[src/rtl/cir_rxstop_pkg.sv]
package cir_rxstop_pkg;
  typedef enum logic {
    GATE_OPEN   = 1'b0,
    GATE_HALTED = 1'b1
  } gate_state_e;

  typedef struct packed {
    logic take;  // strobe accepted (valid and not disabled)
    logic one;   // accepted strobe carries a one
  } rx_bit_t;
endpackage

[src/rtl/cir_zero_run.sv]
module cir_zero_run #(
  parameter int unsigned CNT_W = 8
) (
  input  logic             clk_i,
  input  logic             rst_ni,
  input  cir_rxstop_pkg::rx_bit_t bit_i,
  input  logic [CNT_W-1:0] thresh_i,
  output logic [CNT_W-1:0] cnt_o,
  output logic             hit_o
);
  localparam int unsigned EXT_W = CNT_W + 1;

  logic [CNT_W-1:0] cnt_q, cnt_d;
  logic [EXT_W-1:0] cnt_inc;
  logic             thr_on;
  logic             at_top;

  assign thr_on  = |thresh_i;
  assign cnt_inc = {1'b0, cnt_q} + EXT_W'(1);
  assign at_top  = cnt_inc >= {1'b0, thresh_i};
  assign hit_o   = bit_i.take && !bit_i.one && thr_on && at_top;

  always_comb begin
    cnt_d = cnt_q;
    if (bit_i.take) begin
      if (bit_i.one || !thr_on) cnt_d = '0;
      else if (at_top)          cnt_d = thresh_i;   // saturate
      else                      cnt_d = cnt_inc[CNT_W-1:0];
    end
  end

  always_ff @(posedge clk_i or negedge rst_ni) begin
    if (!rst_ni) cnt_q <= '0;
    else         cnt_q <= cnt_d;
  end

  assign cnt_o = cnt_q;

  p_no_wrap_r6: assert property (@(posedge clk_i) disable iff (!rst_ni)
    (cnt_q <= thresh_i) |=> (cnt_q <= $past(thresh_i)));
  p_one_clears_r5: assert property (@(posedge clk_i) disable iff (!rst_ni)
    (bit_i.take && bit_i.one) |=> (cnt_q == '0));
  p_idle_hold_r9: assert property (@(posedge clk_i) disable iff (!rst_ni)
    (!bit_i.take) |=> $stable(cnt_q));
endmodule

[src/rtl/cir_rx_gate.sv]
module cir_rx_gate (
  input  logic clk_i,
  input  logic rst_ni,
  input  cir_rxstop_pkg::rx_bit_t bit_i,
  input  logic hit_i,
  output logic halted_o,
  output logic stop_evt_o
);
  import cir_rxstop_pkg::*;

  gate_state_e st_q, st_d;

  assign stop_evt_o = hit_i && (st_q == GATE_OPEN);

  always_comb begin
    st_d = st_q;
    unique case (st_q)
      GATE_OPEN:   if (hit_i)                    st_d = GATE_HALTED;
      GATE_HALTED: if (bit_i.take && bit_i.one)  st_d = GATE_OPEN;
      default:                                   st_d = GATE_OPEN;
    endcase
  end

  always_ff @(posedge clk_i or negedge rst_ni) begin
    if (!rst_ni) st_q <= GATE_OPEN;
    else         st_q <= st_d;
  end

  assign halted_o = (st_q == GATE_HALTED);

  p_stop_halts_r3: assert property (@(posedge clk_i) disable iff (!rst_ni)
    stop_evt_o |=> halted_o);
  p_rearm_r4: assert property (@(posedge clk_i) disable iff (!rst_ni)
    (bit_i.take && bit_i.one) |=> !halted_o);
  p_hold_r7: assert property (@(posedge clk_i) disable iff (!rst_ni)
    (!bit_i.take) |=> $stable(halted_o));
endmodule

[src/rtl/cir_stop_flag.sv]
module cir_stop_flag (
  input  logic clk_i,
  input  logic rst_ni,
  input  logic set_i,
  input  logic clr_i,
  output logic flag_o
);
  logic flag_q;

  always_ff @(posedge clk_i or negedge rst_ni) begin
    if (!rst_ni)     flag_q <= 1'b0;
    else if (set_i)  flag_q <= 1'b1;   // set beats clear
    else if (clr_i)  flag_q <= 1'b0;
  end

  assign flag_o = flag_q;

  p_sticky_r8: assert property (@(posedge clk_i) disable iff (!rst_ni)
    (flag_o && !clr_i) |=> flag_o);
  p_set_wins_r8: assert property (@(posedge clk_i) disable iff (!rst_ni)
    set_i |=> flag_o);
  p_clear_r8: assert property (@(posedge clk_i) disable iff (!rst_ni)
    (clr_i && !set_i) |=> !flag_o);
endmodule

[src/rtl/cir_rx_autostop.sv]
module cir_rx_autostop #(
  parameter int unsigned CNT_W = 8
) (
  input  logic             clk_i,
  input  logic             rst_ni,
  input  logic             bit_vld_i,
  input  logic             bit_val_i,
  input  logic [CNT_W-1:0] eob_thresh_i,
  input  logic             sw_dis_i,
  input  logic             flag_clr_i,
  output logic             rx_en_o,
  output logic             stop_flag_o
);
  import cir_rxstop_pkg::*;

  rx_bit_t          rx_bit;
  logic [CNT_W-1:0] run_cnt;
  logic             run_hit;
  logic             halted;
  logic             stop_evt;

  // software disable swallows strobes before they reach any state
  assign rx_bit.take = bit_vld_i && !sw_dis_i;
  assign rx_bit.one  = bit_val_i;

  cir_zero_run #(.CNT_W(CNT_W)) i_zero_run (
    .clk_i    (clk_i),
    .rst_ni   (rst_ni),
    .bit_i    (rx_bit),
    .thresh_i (eob_thresh_i),
    .cnt_o    (run_cnt),
    .hit_o    (run_hit)
  );

  cir_rx_gate i_rx_gate (
    .clk_i      (clk_i),
    .rst_ni     (rst_ni),
    .bit_i      (rx_bit),
    .hit_i      (run_hit),
    .halted_o   (halted),
    .stop_evt_o (stop_evt)
  );

  cir_stop_flag i_stop_flag (
    .clk_i  (clk_i),
    .rst_ni (rst_ni),
    .set_i  (stop_evt),
    .clr_i  (flag_clr_i),
    .flag_o (stop_flag_o)
  );

  assign rx_en_o = !sw_dis_i && !halted;

  p_thr_zero_r1: assert property (@(posedge clk_i) disable iff (!rst_ni)
    (eob_thresh_i == '0 && !stop_flag_o) |=> !stop_flag_o);
  p_sw_freeze_r7: assert property (@(posedge clk_i) disable iff (!rst_ni)
    sw_dis_i |=> ($stable(run_cnt) && $stable(halted)));
  p_sw_blocks_r7: assert property (@(posedge clk_i) disable iff (!rst_ni)
    sw_dis_i |-> !rx_en_o);
  p_flag_src_r3: assert property (@(posedge clk_i) disable iff (!rst_ni)
    (!stop_flag_o && !stop_evt) |=> !stop_flag_o);
endmodule

[config.mk]
export PLATFORM = sky130hd
export DESIGN_NAME = cir_rx_autostop
export DESIGN_NICKNAME = d
export VERILOG_FILES = /design/src/rtl/cir_rxstop_pkg.sv /design/src/rtl/cir_zero_run.sv /design/src/rtl/cir_rx_gate.sv /design/src/rtl/cir_stop_flag.sv /design/src/rtl/cir_rx_autostop.sv
export SDC_FILE = /design/constraint.sdc
export NUM_CORES = 1
export LEC_CHECK = 0
export BUFFER_PORTS_ARGS = -buffer_cell sky130_fd_sc_hd__buf_4
export CAP_MARGIN = 10
export CORE_UTILIZATION = 45
export DETAILED_ROUTE_END_ITERATION = 10
export HOLD_SLACK_MARGIN = 0.15
export PLACE_DENSITY = 0.67
export SYNTH_ARGS = -nofsm -noshare
export SYNTH_HDL_FRONTEND = slang
export SYNTH_SLANG_ARGS = --single-unit
[constraint.sdc]
create_clock -name clk_i -period 3.05 [get_ports clk_i]
set_input_delay 0.305 -clock clk_i [delete_from_list [all_inputs] [get_ports clk_i]]
set_output_delay 0.305 -clock clk_i [all_outputs]
set_load 0.03 [all_outputs]
; ---- Word level (Yosys, flattened, before mapping)
; Index checks and enable logic that the tools add are counted.
[word_totals]
inputBits = 14
ram_bits = 0
romBits = 0
latch_bits = 0
out_inout_bits = 2
register_bits = 10
mem_count = 0
word_cells = 27
[op_classes]
magnitude_cmp = 1
shifts = 0
n_div = 0
bitwise_logic = 1
n_reduce_logical = 14
n_addsub = 1
muxes = 7
n_mul = 0
n_eq_ne = 0
[op_table]
columns = operator, count
row1 = $mux W8, 2
row2 = $add A8 B1 Y9 const B, 1
row3 = $ge A9 B8 Y1, 1
row4 = $reduce_or A8 Y1, 1
row5 = $logic_and A1 B1 Y1, 7
row6 = $logic_not A1 Y1, 4
row7 = $mux W1, 4
row8 = $pmux W1 S2, 1
row9 = $reduce_bool A2 Y1, 1
row10 = $logic_or A1 B1 Y1, 1
row11 = $not A1 Y1, 1

; ---- Depth between registers and ports, before layout
; Gate-level depths: netlist (run 1).
[depth]
depth_word = 7
mapped_depth = 11
mapped_depth_nobuf = 9

; ---- Modules after synthesis
; Synthesis (run 1) repeated with hierarchy kept, for this count alone.
[unflattened]
hier_cells = 95
area_unflattened_um2 = 854.6
[modules_own_cells]
columns = module, area_per_inst_um2, instances, cells_each, seq_area_each_um2
row1 = cir_zero_run, 767.0, 1, 86, 200.2
row2 = cir_rx_gate, 41.3, 1, 4, 25.0
row3 = cir_stop_flag, 36.3, 1, 3, 25.0
row4 = cir_rx_autostop, 10.0, 1, 2, 0.0

; ---- Least setup slack after synthesis (run 1)
; Ideal clock, no wire load.
[synth_timing]
kind = flip-flop to flip-flop
startpoint = register i_zero_run.cnt_q[0] (netlist: i_zero_run.cnt_o[0])
endpoint = register i_zero_run.cnt_q[2] (netlist: i_zero_run.cnt_o[2])
stages_incl_launch_ff = 12
period_less_slack_ns = 2.390
path_slack_ns = 0.660
t_required_ns = 2.923
n_path_buf = 2
t_arrival_ns = 2.263
setup_time_ns = 0.127
path_cell_list = dfrtp_1 ha_1 nand3_1 xnor2_1 ha_1 a21o_1 a221oi_2 o211a_1 buf_6 buf_12 mux2i_1 o22ai_1
[synth_via]
elab_chain_len = 4
[synth_rtl]
columns = element, line_no
row1 = start: declaration, cir_zero_run.sv:13  ; logic [CNT_W-1:0] cnt_q, cnt_d;
row2 = start signal: assignment, cir_zero_run.sv:34  ; else cnt_q <= cnt_d;
row3 = $add A8 B1 Y9 (*), cir_zero_run.sv:19  ; assign cnt_inc = {1'b0, cnt_q} + EXT_W'(1);
row4 = $ge A9 B8 Y1, cir_zero_run.sv:20  ; assign at_top = cnt_inc >= {1'b0, thresh_i};
row5 = $mux W8 (*), cir_zero_run.sv:27  ; else if (at_top) cnt_d = thresh_i;
row6 = $mux W8 (*), cir_zero_run.sv:26  ; if (bit_i.one || !thr_on) cnt_d = '0;
; Mark *: on every way between the ends. The rest lies on a longest branch, timed or not.
; A chain may end at the register's enable or synchronous reset.

; ---- Final worst setup path (run 1)
[layout_timing]
startpoint = register i_zero_run.cnt_q[0] (netlist: i_zero_run.cnt_o[0])
endpoint = register i_zero_run.cnt_q[0] (netlist: i_zero_run.cnt_o[0])
; Same word-level chain as after synthesis.

==> flow_metrics.env, run 1 <==
export IMPL_status="finished, final reports clean"
export IMPL_yosysWarningCount=0
export IMPL_rsz0062_at_grt="false"
export IMPL_crit_top_cell="ha_1"
export IMPL_ys_dominant_reg_cell="dfrtp_1"
export IMPL_cts_root_buf="clkbuf_4"
export IMPL_synth_top_area_share=0.289
export IMPL_cp_arrival_ns=2.94
export IMPL_h_tree_depth=1
export IMPL_wl_per_cell_um=14.0
export IMPL_power_density_nw_per_um2=378
export IMPL_fp_row_count=15
export IMPL_synth_area_top_cells="dfrtp_1 29%, ha_1 13%, xnor2_1 5.1%, inv_1 4.8%, mux2i_1 4.6%"
export IMPL_crit_slowest_cell="o211a_2"
export IMPL_cts_buffer_depth=2
export IMPL_setup_ws_ns=0.261
export IMPL_peakVddDrop_mv=0.320
export IMPL_yosysUniqueCellTypes=36
export IMPL_worst_slew_pin_slew_ns=0.464
export IMPL_crit_path_max_fanout=17
export IMPL_first_global_vias=678
export IMPL_placedCellCount=130
export IMPL_place_ws_ns=0.196
export IMPL_startpoint_type="register"
export IMPL_grt_pass1_wl_mm=2.98
export IMPL_groute_usage_overall=0.202
export IMPL_ys_async_sr_fraction=1.00
export IMPL_synth_compound_area_frac=0.187
export IMPL_fillers=184
export IMPL_hold_path_class="in -> reg"
export IMPL_mappedNetlistNets=118
export IMPL_cts_tree="done"
export IMPL_final_layout_size_suffix_gt1_frac=0.202
export IMPL_synthCells=95
export IMPL_synth_mux_area_frac=0.0463
export IMPL_slew_headroom=0.691
export IMPL_gp_congestion=0.824
export IMPL_drtAntennaViolNets=0
export IMPL_clk_pin_slew_ns=0.06
export IMPL_maxCapViolations=0
export IMPL_grt_max_degree=18
export IMPL_drt_total_wl_mm=1.88
export IMPL_fin_crit_sh=0.914
export IMPL_ys_ff_latch=10
export IMPL_vias=758
export IMPL_clkLatencyLatePin_ns=0.27
export IMPL_synth_xor_area_share=0.0608
export IMPL_final_hold_viol_count=0
export IMPL_critPathCaptureType="register"
export IMPL_stdcell_count=134
export IMPL_hpwl_mm=1.45
export IMPL_synth_edf_count=0
export IMPL_n_antenna_cell=0
export IMPL_synth_top_family_by_area="compound AO/OA/AOI/OAI gates"
export IMPL_final_area_um2=995
export IMPL_die_x_um=45.8
export IMPL_syn_avg_cell_area_um2=9.10
export IMPL_ys_seq_area_frac=0.289
export IMPL_p_total_w=0.000376
export IMPL_fmax_mhz=359
export IMPL_place_area_um2=962
export IMPL_syn_area_um2=865
export IMPL_yosysTopAreaCell="dfrtp_1"
export IMPL_grt_ovfl_total=0
export IMPL_fin_setup_tns_ns=0
export IMPL_synthAdderAreaFrac=0.130
export IMPL_die_area_um2=2100
export IMPL_leakagePower_nw=0.525
export IMPL_initial_utilization=0.490
export IMPL_fin_crit_ns=2.79
export IMPL_via_per_inst=5.66
export IMPL_worstSetupPathType="reg -> reg"
export IMPL_firstDrtPassIters=5
export IMPL_fin_nets=134
export IMPL_die_y_um=45.8
export IMPL_fin_skew_ns=0.00393
export IMPL_port_buffers=15
export IMPL_cts_sinks=10
export IMPL_drc=0
export IMPL_cts_buffers_inserted=3
export IMPL_worstPathRequired_ns=3.20
export IMPL_yosys_area_share_simple=0.185
export IMPL_max_stage_delay_ns=0.48
export IMPL_area_delta_synth_final_pct=15.1
export IMPL_setup_viol=0
export IMPL_final_max_slew_viol_count=0
export IMPL_antenna_found_initial=0
export IMPL_drtIter0Drc=30
export IMPL_core_area_um2=1760
export IMPL_ios=16
export IMPL_path_cells="ha_1 -> nand3_1 -> xnor2_1 -> ha_1 -> and3_4 -> a221oi_2 -> o211a_2 -> nor3b_1 -> a221o_1"
[stage by stage]
stage                      util  hold WS (ns)
after floorplan               -       0.00941
after global placement    0.545         0.146
after detailed placement  0.545         0.146
after CTS                 0.564         0.231
after global routing      0.564         0.236
final                     0.564         0.229
[repair_timing]
item                                    4_1_cts  5_1_grt
resized for setup                             0        1
endpoints found under the hold margin        10        0
buffers inserted                              0        0
hold buffers                                  1        0
endpoints found under the setup margin        0        5
[worst paths after layout]
check	startpoint	to	slack (ns)	cells past startpoint
max in group asynchronous	rst_ni	i_zero_run.cnt_o[4]	2.49	2
setup reg to reg	i_zero_run.cnt_o[0]	i_zero_run.cnt_o[0]	0.26	9
hold / removal	flag_clr_i	i_stop_flag.flag_o	0.23	2
setup / recovery	i_zero_run.cnt_o[0]	i_zero_run.cnt_o[0]	0.26	9
min in group asynchronous	rst_ni	i_zero_run.cnt_o[7]	0.41	2
hold reg to reg	i_rx_gate.halted_o	i_rx_gate.halted_o	0.51	1
[cell usage after synthesis (all sizes together) (3+ instances only)]
| master | instances |
|---|---|
| mux2i | 4 |
| buf | 5 |
| ha | 9 |
| xnor2 | 5 |
| o21ai | 4 |
| and3 | 3 |
| dfrtp | 10 |
| o311ai | 3 |
| inv | 11 |
| nand3 | 7 |
| a21o | 3 |
| nand2 | 5 |
| nor2 | 3 |
[worst max-delay path: cells and delay by family (launching register included)]
kind | cells | cell delay (ns)
XOR/XNOR | 1 | 0.17
AND/OR/NAND/NOR | 3 | 0.44
adder cells (fa/ha/maj) | 2 | 0.61
AO/OA/AOI/OAI | 3 | 0.98
flip-flops | 1 | 0.46
[layout make-up]
class	instances	area, µm²	area share
Inverter	11	41.3	0.0415
Timing Repair Buffer	16	123	0.123
Sequential cell	10	250	0.252
Multi-Input combinational cell	69	527	0.530
Tap cell	25	31.3	0.0314
Clock buffer	3	22.5	0.0226
[where the power goes]
group          leakage (nW)  switching [W]  internal (W)
Clock                0.0138      0.0000438     0.0000456
Sequential            0.137      0.0000194      0.000146
Combinational         0.374      0.0000638     0.0000572
Total                 0.525       0.000127      0.000249
[routing by layer]
metal	up-vias	wire length, µm	GRT usage
met5	-	0	0
met4	0	38	0.106
met3	5	63	0.0119
met2	22	810	0.303
met1	354	968	0.292
li1	377	-	-
[placed cells by master, fill, tap and decap left out, types with 2 or more instances in the layout]
| cell | n |
|---|---|
| clkbuf_4 | 3 |
| xnor2_1 | 5 |
| a21o_1 | 3 |
| nand4_1 | 2 |
| o311ai_1 | 3 |
| nor4_1 | 2 |
| ha_1 | 9 |
| mux2i_1 | 4 |
| o21ai_1 | 3 |
| nand2b_1 | 2 |
| buf_4 | 15 |
| dfrtp_1 | 10 |
| a22oi_1 | 2 |
| inv_1 | 11 |
| nor2_1 | 3 |
| nand2_1 | 5 |
| nand3_1 | 7 |
| nor3_1 | 2 |
[registers in the layout (all words and copies together) (netlist names)]
register            cells
i_zero_run.cnt_o        8
i_rx_gate.halted_o      1
i_stop_flag.flag_o      1
[logic make-up (layout without fill, tap and decap cells)]
kind of cell / after synthesis / after routing
and+or+nand+nor: 29 / 29
AOI/OAI and AO/OA: 21 / 21
buffers and inverters: 16 / 30
DFF: 10 / 10
adders and majority gates: 9 / 9
xor gates and xnor gates: 6 / 6
muxes: 4 / 4
Power figures use the tool's default switching activity.
==> run 2, diff against run 1 <==
==> constraint.sdc (replaced) <==
create_clock -name clk_i -period 3.05 [get_ports clk_i]
set_input_delay 0.1525 -clock clk_i [delete_from_list [all_inputs] [get_ports clk_i]]
set_output_delay 0.1525 -clock clk_i [all_outputs]
set_load 0.03 [all_outputs]
==> run 2 against run 1 <==
Compared with the run above: sequential share of layout area fell by 0.25 points; worst hold slack got worse by 0.044 ns; power rose by 0.37%; critical path type unchanged; critical endpoint unchanged; highest routed layer unchanged.
==> flow_metrics.env, run 2 (synthesized netlist as in run 1, its figures left out) <==
export IMPL_fin_skew_ns=0.00392
export IMPL_r2r_start="i_zero_run.cnt_o[0]"
export IMPL_worst_slew_pin_slew_ns=0.465
export IMPL_hold_path_class="in -> reg"
export IMPL_clkLatencyLatePin_ns=0.27
export IMPL_final_common_cell="buf_4"
export IMPL_clkPwrFrac=0.239
export IMPL_first_global_vias=683
export IMPL_via_per_inst=5.67
export IMPL_worstSetupPathType="reg -> reg"
export IMPL_drtIter0Drc=30
export IMPL_power_density_nw_per_um2=375
export IMPL_crit_path_max_fanout=17
export IMPL_crit_top_cell="ha_1"
export IMPL_final_max_slew_viol_count=0
export IMPL_hold_start="eob_thresh_i[7]"
export IMPL_path_buf_inv=0
export IMPL_drtAntennaViolNets=0
export IMPL_setup_viol=0
export IMPL_cts_tree="done"
export IMPL_status="finished, final reports clean"
export IMPL_comb_power_share=0.323
export IMPL_fmax_mhz=359
export IMPL_fp_row_count=15
export IMPL_area_delta_synth_final_pct=16.2
export IMPL_die_y_um=45.8
export IMPL_cts_root_buf="clkbuf_4"
export IMPL_grt_max_degree=18
export IMPL_firstDrtPassIters=5
export IMPL_max_stage_delay_ns=0.47
export IMPL_core_area_um2=1760
export IMPL_intPower_w=0.000250
export IMPL_r2r_end="i_zero_run.cnt_o[0]"
export IMPL_initial_utilization=0.490
export IMPL_fin_nets=135
export IMPL_hpwl_mm=1.45
export IMPL_antenna_found_initial=0
export IMPL_clk_pin_slew_ns=0.06
export IMPL_switching_share=0.338
export IMPL_hold_depth=3
export IMPL_r2r_cells=9
export IMPL_critical_path_depth=9
export IMPL_final_layout_size_suffix_gt1_frac=0.200
export IMPL_cts_buffer_depth=2
export IMPL_h_tree_depth=1
export IMPL_rsz0062_at_grt="false"
export IMPL_die_area_um2=2100
export IMPL_n_antenna_cell=0
export IMPL_holdPathEnd="i_zero_run.cnt_o[7]"
export IMPL_cts_sinks=10
export IMPL_grt_ovfl_total=0
export IMPL_crit_slowest_cell="o211a_2"
export IMPL_final_hold_viol_count=0
export IMPL_slew_headroom=0.690
export IMPL_drt_total_wl_mm=1.88
export IMPL_fin_crit_sh=0.912
export IMPL_startpoint_type="register"
export IMPL_reg2reg_slack_ns=0.27
export IMPL_port_buffers=15
export IMPL_worstPathRequired_ns=3.20
export IMPL_peakVddDrop_mv=0.324
export IMPL_wl_per_cell_um=13.9
export IMPL_grt_pass1_wl_mm=3.02
export IMPL_drc=0
export IMPL_fin_setup_tns_ns=0
export IMPL_cp_arrival_ns=2.94
export IMPL_hold_ws_ns=0.184
export IMPL_maxCapViolations=0
export IMPL_mostFrequentLayoutCells="15 x buf_4, 11 x inv_1, 10 x dfrtp_1"
export IMPL_path_cells="ha_1 -> nand3_1 -> xnor2_1 -> ha_1 -> and3_4 -> a221oi_2 -> o211a_2 -> nor3b_1 -> a221o_1"
export IMPL_groute_usage_overall=0.205
export IMPL_ios=16
export IMPL_leakagePower_nw=0.529
export IMPL_largest_reg_flops=8
export IMPL_cts_buffers_inserted=3
export IMPL_power_frac_seq=0.438
export IMPL_die_x_um=45.8
export IMPL_switching_power_w=0.000128
export IMPL_vias=765
export IMPL_critPathCaptureType="register"
export IMPL_fin_crit_ns=2.78
export IMPL_gp_congestion=0.824
export IMPL_critical_path_top_delay_family="compound AO/OA/AOI/OAI gates"
[run 2: cell types whose count changed in the layout (fill, tap and decap cells not counted), sizes merged]
cell,previous run,this run
dlygate4sd3,1,2
[run 2: cell type report]
cell class	count	area (µm²)
inverters	11	41.3
repair buffers	17	133
fillers	183	759
well taps	25	31.3
multi-input cells	69	527
flip-flops and latches	10	250
clock buffers	3	22.5
[run 2: power by group through the flow]
stage	Combinational [W]	Clock (W)	Sequential (W)
after floorplan	0.0000878	0	0.000162
after global placement	0.000115	0	0.000166
after detailed placement	0.000118	0	0.000167
after CTS	0.000121	0.0000919	0.000165
after global routing	0.000135	0.0000944	0.000168
final	0.000122	0.0000902	0.000165
[run 2: metrics by stage]
stage	setup WS, ns	utilization	instances	total power, W	area [µm²]
final	0.268	0.570	135	0.000377	1000
after global routing	0.0268	0.570	135	0.000398	1000
after CTS	0.167	0.570	135	0.000378	1000
after global placement	0.281	0.545	130	0.000282	962
after detailed placement	0.196	0.545	130	0.000285	962
after floorplan	0.660	-	95	0.000250	865
[run 2: worst max path at each step]
stage / end / slack [ns] / start
2_1_floorplan: i_zero_run.cnt_o[2] / 0.66 / i_zero_run.cnt_o[0]
3_3_place_gp: i_zero_run.cnt_o[0] / 0.28 / i_zero_run.cnt_o[0]
3_5_place_dp: i_zero_run.cnt_o[0] / 0.20 / i_zero_run.cnt_o[0]
4_1_cts: i_zero_run.cnt_o[0] / 0.17 / i_zero_run.cnt_o[0]
5_1_grt: i_zero_run.cnt_o[0] / 0.03 / i_zero_run.cnt_o[0]
6_report: i_zero_run.cnt_o[0] / 0.27 / i_zero_run.cnt_o[0]
[run 2: what timing repair did]
item	4_1_cts	5_1_grt
hold buffers	2	0
setup endpoints to repair	0	5
setup buffers	0	0
gates resized for setup	0	1
hold endpoints to repair	11	0
[run 2: layer usage]
metal	track usage	part of all wire	routed length (µm)	vias to the layer above
li1	-	-	-	381
met1	0.294	0.49	925	354
met2	0.309	0.44	830	25
met3	0.0119	0.046	87	5
met4	0.106	0.020	38	0
met5	0	0	0	-
[run 2: worst register-to-register path, cell delays in order, from the launching register on]
cell,delay [ns]
dfrtp_1,0.46
ha_1,0.30
nand3_1,0.18
xnor2_1,0.17
ha_1,0.30
and3_4,0.16
a221oi_2,0.24
o211a_2,0.47
nor3b_1,0.11
a221o_1,0.27
==> run 3, diff against run 2 <==
--- a/config.mk
+++ b/config.mk
@@ -10,7 +10,7 @@
 export CORE_UTILIZATION = 45
 export DETAILED_ROUTE_END_ITERATION = 10
 export HOLD_SLACK_MARGIN = 0.15
-export PLACE_DENSITY = 0.67
+export PLACE_DENSITY_LB_ADDON = 0.08
 export SYNTH_ARGS = -nofsm -noshare
 export SYNTH_HDL_FRONTEND = slang
 export SYNTH_SLANG_ARGS = --single-unit
==> run 3 against run 2 <==
Compared with the run above: maximum frequency rose by 0.12%; sequential share of layout area fell by 0.52 points; critical path depth stayed put; power is 6.9% higher; critical path type unchanged; largest cell class unchanged; wire length is 4.5% lower; critical endpoint unchanged; largest power group unchanged; utilization increased by 1.2 points; final cell count rose by 1.5%; sequential power about the same; count of clock-buffer cells in the layout up 1; non-clock buffer count increased by 1.
==> flow_metrics.env, run 3 (synthesized netlist as in run 1, its figures left out) <==
export IMPL_final_area_um2=1030
export IMPL_cts_root_buf="clkbuf_4"
export IMPL_met1_usage=0.274
export IMPL_wl_per_cell_um=13.1
export IMPL_fin_skew_ns=0.00182
export IMPL_fin_nets=136
export IMPL_maxCapViolations=0
export IMPL_fin_crit_ns=2.78
export IMPL_die_x_um=45.8
export IMPL_drtIter0Drc=20
export IMPL_critical_path_top_delay_family="compound AO/OA/AOI/OAI gates"
export IMPL_via_per_inst=5.54
export IMPL_r2r_start="i_zero_run.cnt_o[0]"
export IMPL_rsz0062_at_grt="false"
export IMPL_holdPathEnd="i_zero_run.cnt_o[7]"
export IMPL_core_area_um2=1760
export IMPL_final_common_cell="buf_4"
export IMPL_final_layout_size_suffix_gt1_frac=0.205
export IMPL_firstDrtPassIters=4
export IMPL_crit_top_cell="ha_1"
export IMPL_path_cells="ha_1 -> nand3_1 -> xnor2_1 -> ha_1 -> a21o_1 -> a221oi_2 -> o211a_1 -> nor3b_1 -> a221o_1"
export IMPL_slew_headroom=0.672
export IMPL_cts_tree="done"
export IMPL_h_tree_depth=1
export IMPL_register_area_um2=250
export IMPL_clkLatencyLatePin_ns=0.27
export IMPL_peakVddDrop_mv=0.307
export IMPL_initial_utilization=0.490
export IMPL_n_antenna_cell=0
export IMPL_gp_congestion=0.895
export IMPL_port_buffers=15
export IMPL_cts_resized=0
export IMPL_grt_max_degree=16
export IMPL_stdcell_count=137
export IMPL_cts_buffer_depth=2
export IMPL_groute_usage_overall=0.220
export IMPL_r2r_cells=9
export IMPL_critPathCaptureType="register"
export IMPL_die_area_um2=2100
export IMPL_reg2reg_slack_ns=0.27
export IMPL_vias=759
export IMPL_drt_total_wl_mm=1.80
export IMPL_fp_row_count=15
export IMPL_crit_path_max_fanout=14
export IMPL_fmax_mhz=360
export IMPL_place_area_um2=970
export IMPL_hold_depth=3
export IMPL_multi_input_area_um2=527
export IMPL_grt_ovfl_total=0
export IMPL_hpwl_mm=1.46
export IMPL_die_y_um=45.8
export IMPL_place_ws_ns=0.301
export IMPL_mostFrequentLayoutCells="16 x buf_4, 11 x inv_1, 10 x dfrtp_1"
export IMPL_grt_busiest_layer="met2"
export IMPL_hold_path_class="in -> reg"
export IMPL_fillers=168
export IMPL_grt_util_met2=0.371
export IMPL_area_delta_synth_final_pct=18.7
export IMPL_grt_pass1_wl_mm=3.27
export IMPL_leakagePower_nw=0.540
export IMPL_r2r_end="i_zero_run.cnt_o[0]"
export IMPL_cts_buffers_inserted=3
export IMPL_worst_slew_pin_slew_ns=0.492
export IMPL_met3_usage=0.0675
export IMPL_antenna_found_initial=0
export IMPL_worstPathRequired_ns=3.20
export IMPL_startpoint_type="register"
export IMPL_setup_ws_ns=0.271
export IMPL_drc=0
export IMPL_fin_setup_tns_ns=0
export IMPL_final_hold_viol_count=0
export IMPL_setup_viol=0
export IMPL_clk_pin_slew_ns=0.07
export IMPL_status="finished, final reports clean"
export IMPL_crit_slowest_cell="o211a_1"
export IMPL_ios=16
export IMPL_hold_start="eob_thresh_i[7]"
export IMPL_final_max_slew_viol_count=0
export IMPL_cts_sinks=10
export IMPL_worstSetupPathType="reg -> reg"
export IMPL_power_density_nw_per_um2=393
export IMPL_drtAntennaViolNets=0
export IMPL_cp_arrival_ns=2.93
export IMPL_placedCellCount=131
export IMPL_path_buf_inv=0
export IMPL_max_stage_delay_ns=0.50
export IMPL_largest_reg_flops=8
export IMPL_fin_crit_sh=0.911
export IMPL_first_global_vias=752
-- run 3: cell types whose count changed in the layout (fill, tap and decap cells not counted) --
| cell | delta |
|---|---|
| buf_4 | +1 |
| clkbuf_8 | +1 |
| o211a_1 | +1 |
| o211a_2 | -1 |
-- run 3: worst reg2reg max path, cell delays in order, from the launching register on --
cell and delay, ns:
dfrtp_1 0.45, ha_1 0.30, nand3_1 0.12, xnor2_1 0.22, ha_1 0.28, a21o_1 0.17
a221oi_2 0.25, o211a_1 0.50, nor3b_1 0.11, a221o_1 0.27
-- run 3: per-stage QoR --
| step | hold slack, ns | total power, W | utilization |
|---|---|---|---|
| 6_report | 0.192 | 0.000403 | 0.582 |
| 5_1_grt | 0.218 | 0.000434 | 0.582 |
| 4_1_cts | 0.190 | 0.000406 | 0.582 |
| 3_5_place_dp | -0.0115 | 0.000285 | 0.550 |
| 3_3_place_gp | -0.0114 | 0.000283 | 0.550 |
| 2_1_floorplan | -0.143 | 0.000250 | - |
-- run 3: timing repair --
action	4_1_cts	5_1_grt
setup buffers	0	0
setup endpoints to repair	0	0
hold endpoints to repair	11	0
hold buffers	2	0
-- run 3: worst max path at each step --
stage | start | endpoint | cells after the start | slack [ns]
after floorplan | i_zero_run.cnt_o[0] | i_zero_run.cnt_o[2] | 11 | 0.66
after global routing | i_zero_run.cnt_o[0] | i_zero_run.cnt_o[1] | 10 | 0.06
after detailed placement | i_zero_run.cnt_o[0] | i_zero_run.cnt_o[0] | 9 | 0.30
after CTS | i_zero_run.cnt_o[0] | i_zero_run.cnt_o[0] | 9 | 0.27
final | i_zero_run.cnt_o[0] | i_zero_run.cnt_o[0] | 9 | 0.27
after global placement | i_zero_run.cnt_o[0] | i_zero_run.cnt_o[0] | 9 | 0.30
-- run 3: per-layer routing --
layer  share of wire  vias up
met5               0        -
met4          0.0050        0
met3           0.036        2
met2            0.50       15
met1            0.46      358
li1                -      384
-- run 3: report_power, final --
group,internal (W),switching [W],total (W)
sequential,0.000146,0.0000191,0.000165
combinational,0.0000586,0.0000597,0.000118
clock,0.0000726,0.0000475,0.000120
-- run 3: cell type report --
cell class              count  share of cell area
flip-flops and latches     10               0.244
well taps                  25              0.0305
multi-input cells          69               0.513
repair buffers             18               0.137
inverters                  11              0.0402
clock buffers               4              0.0354
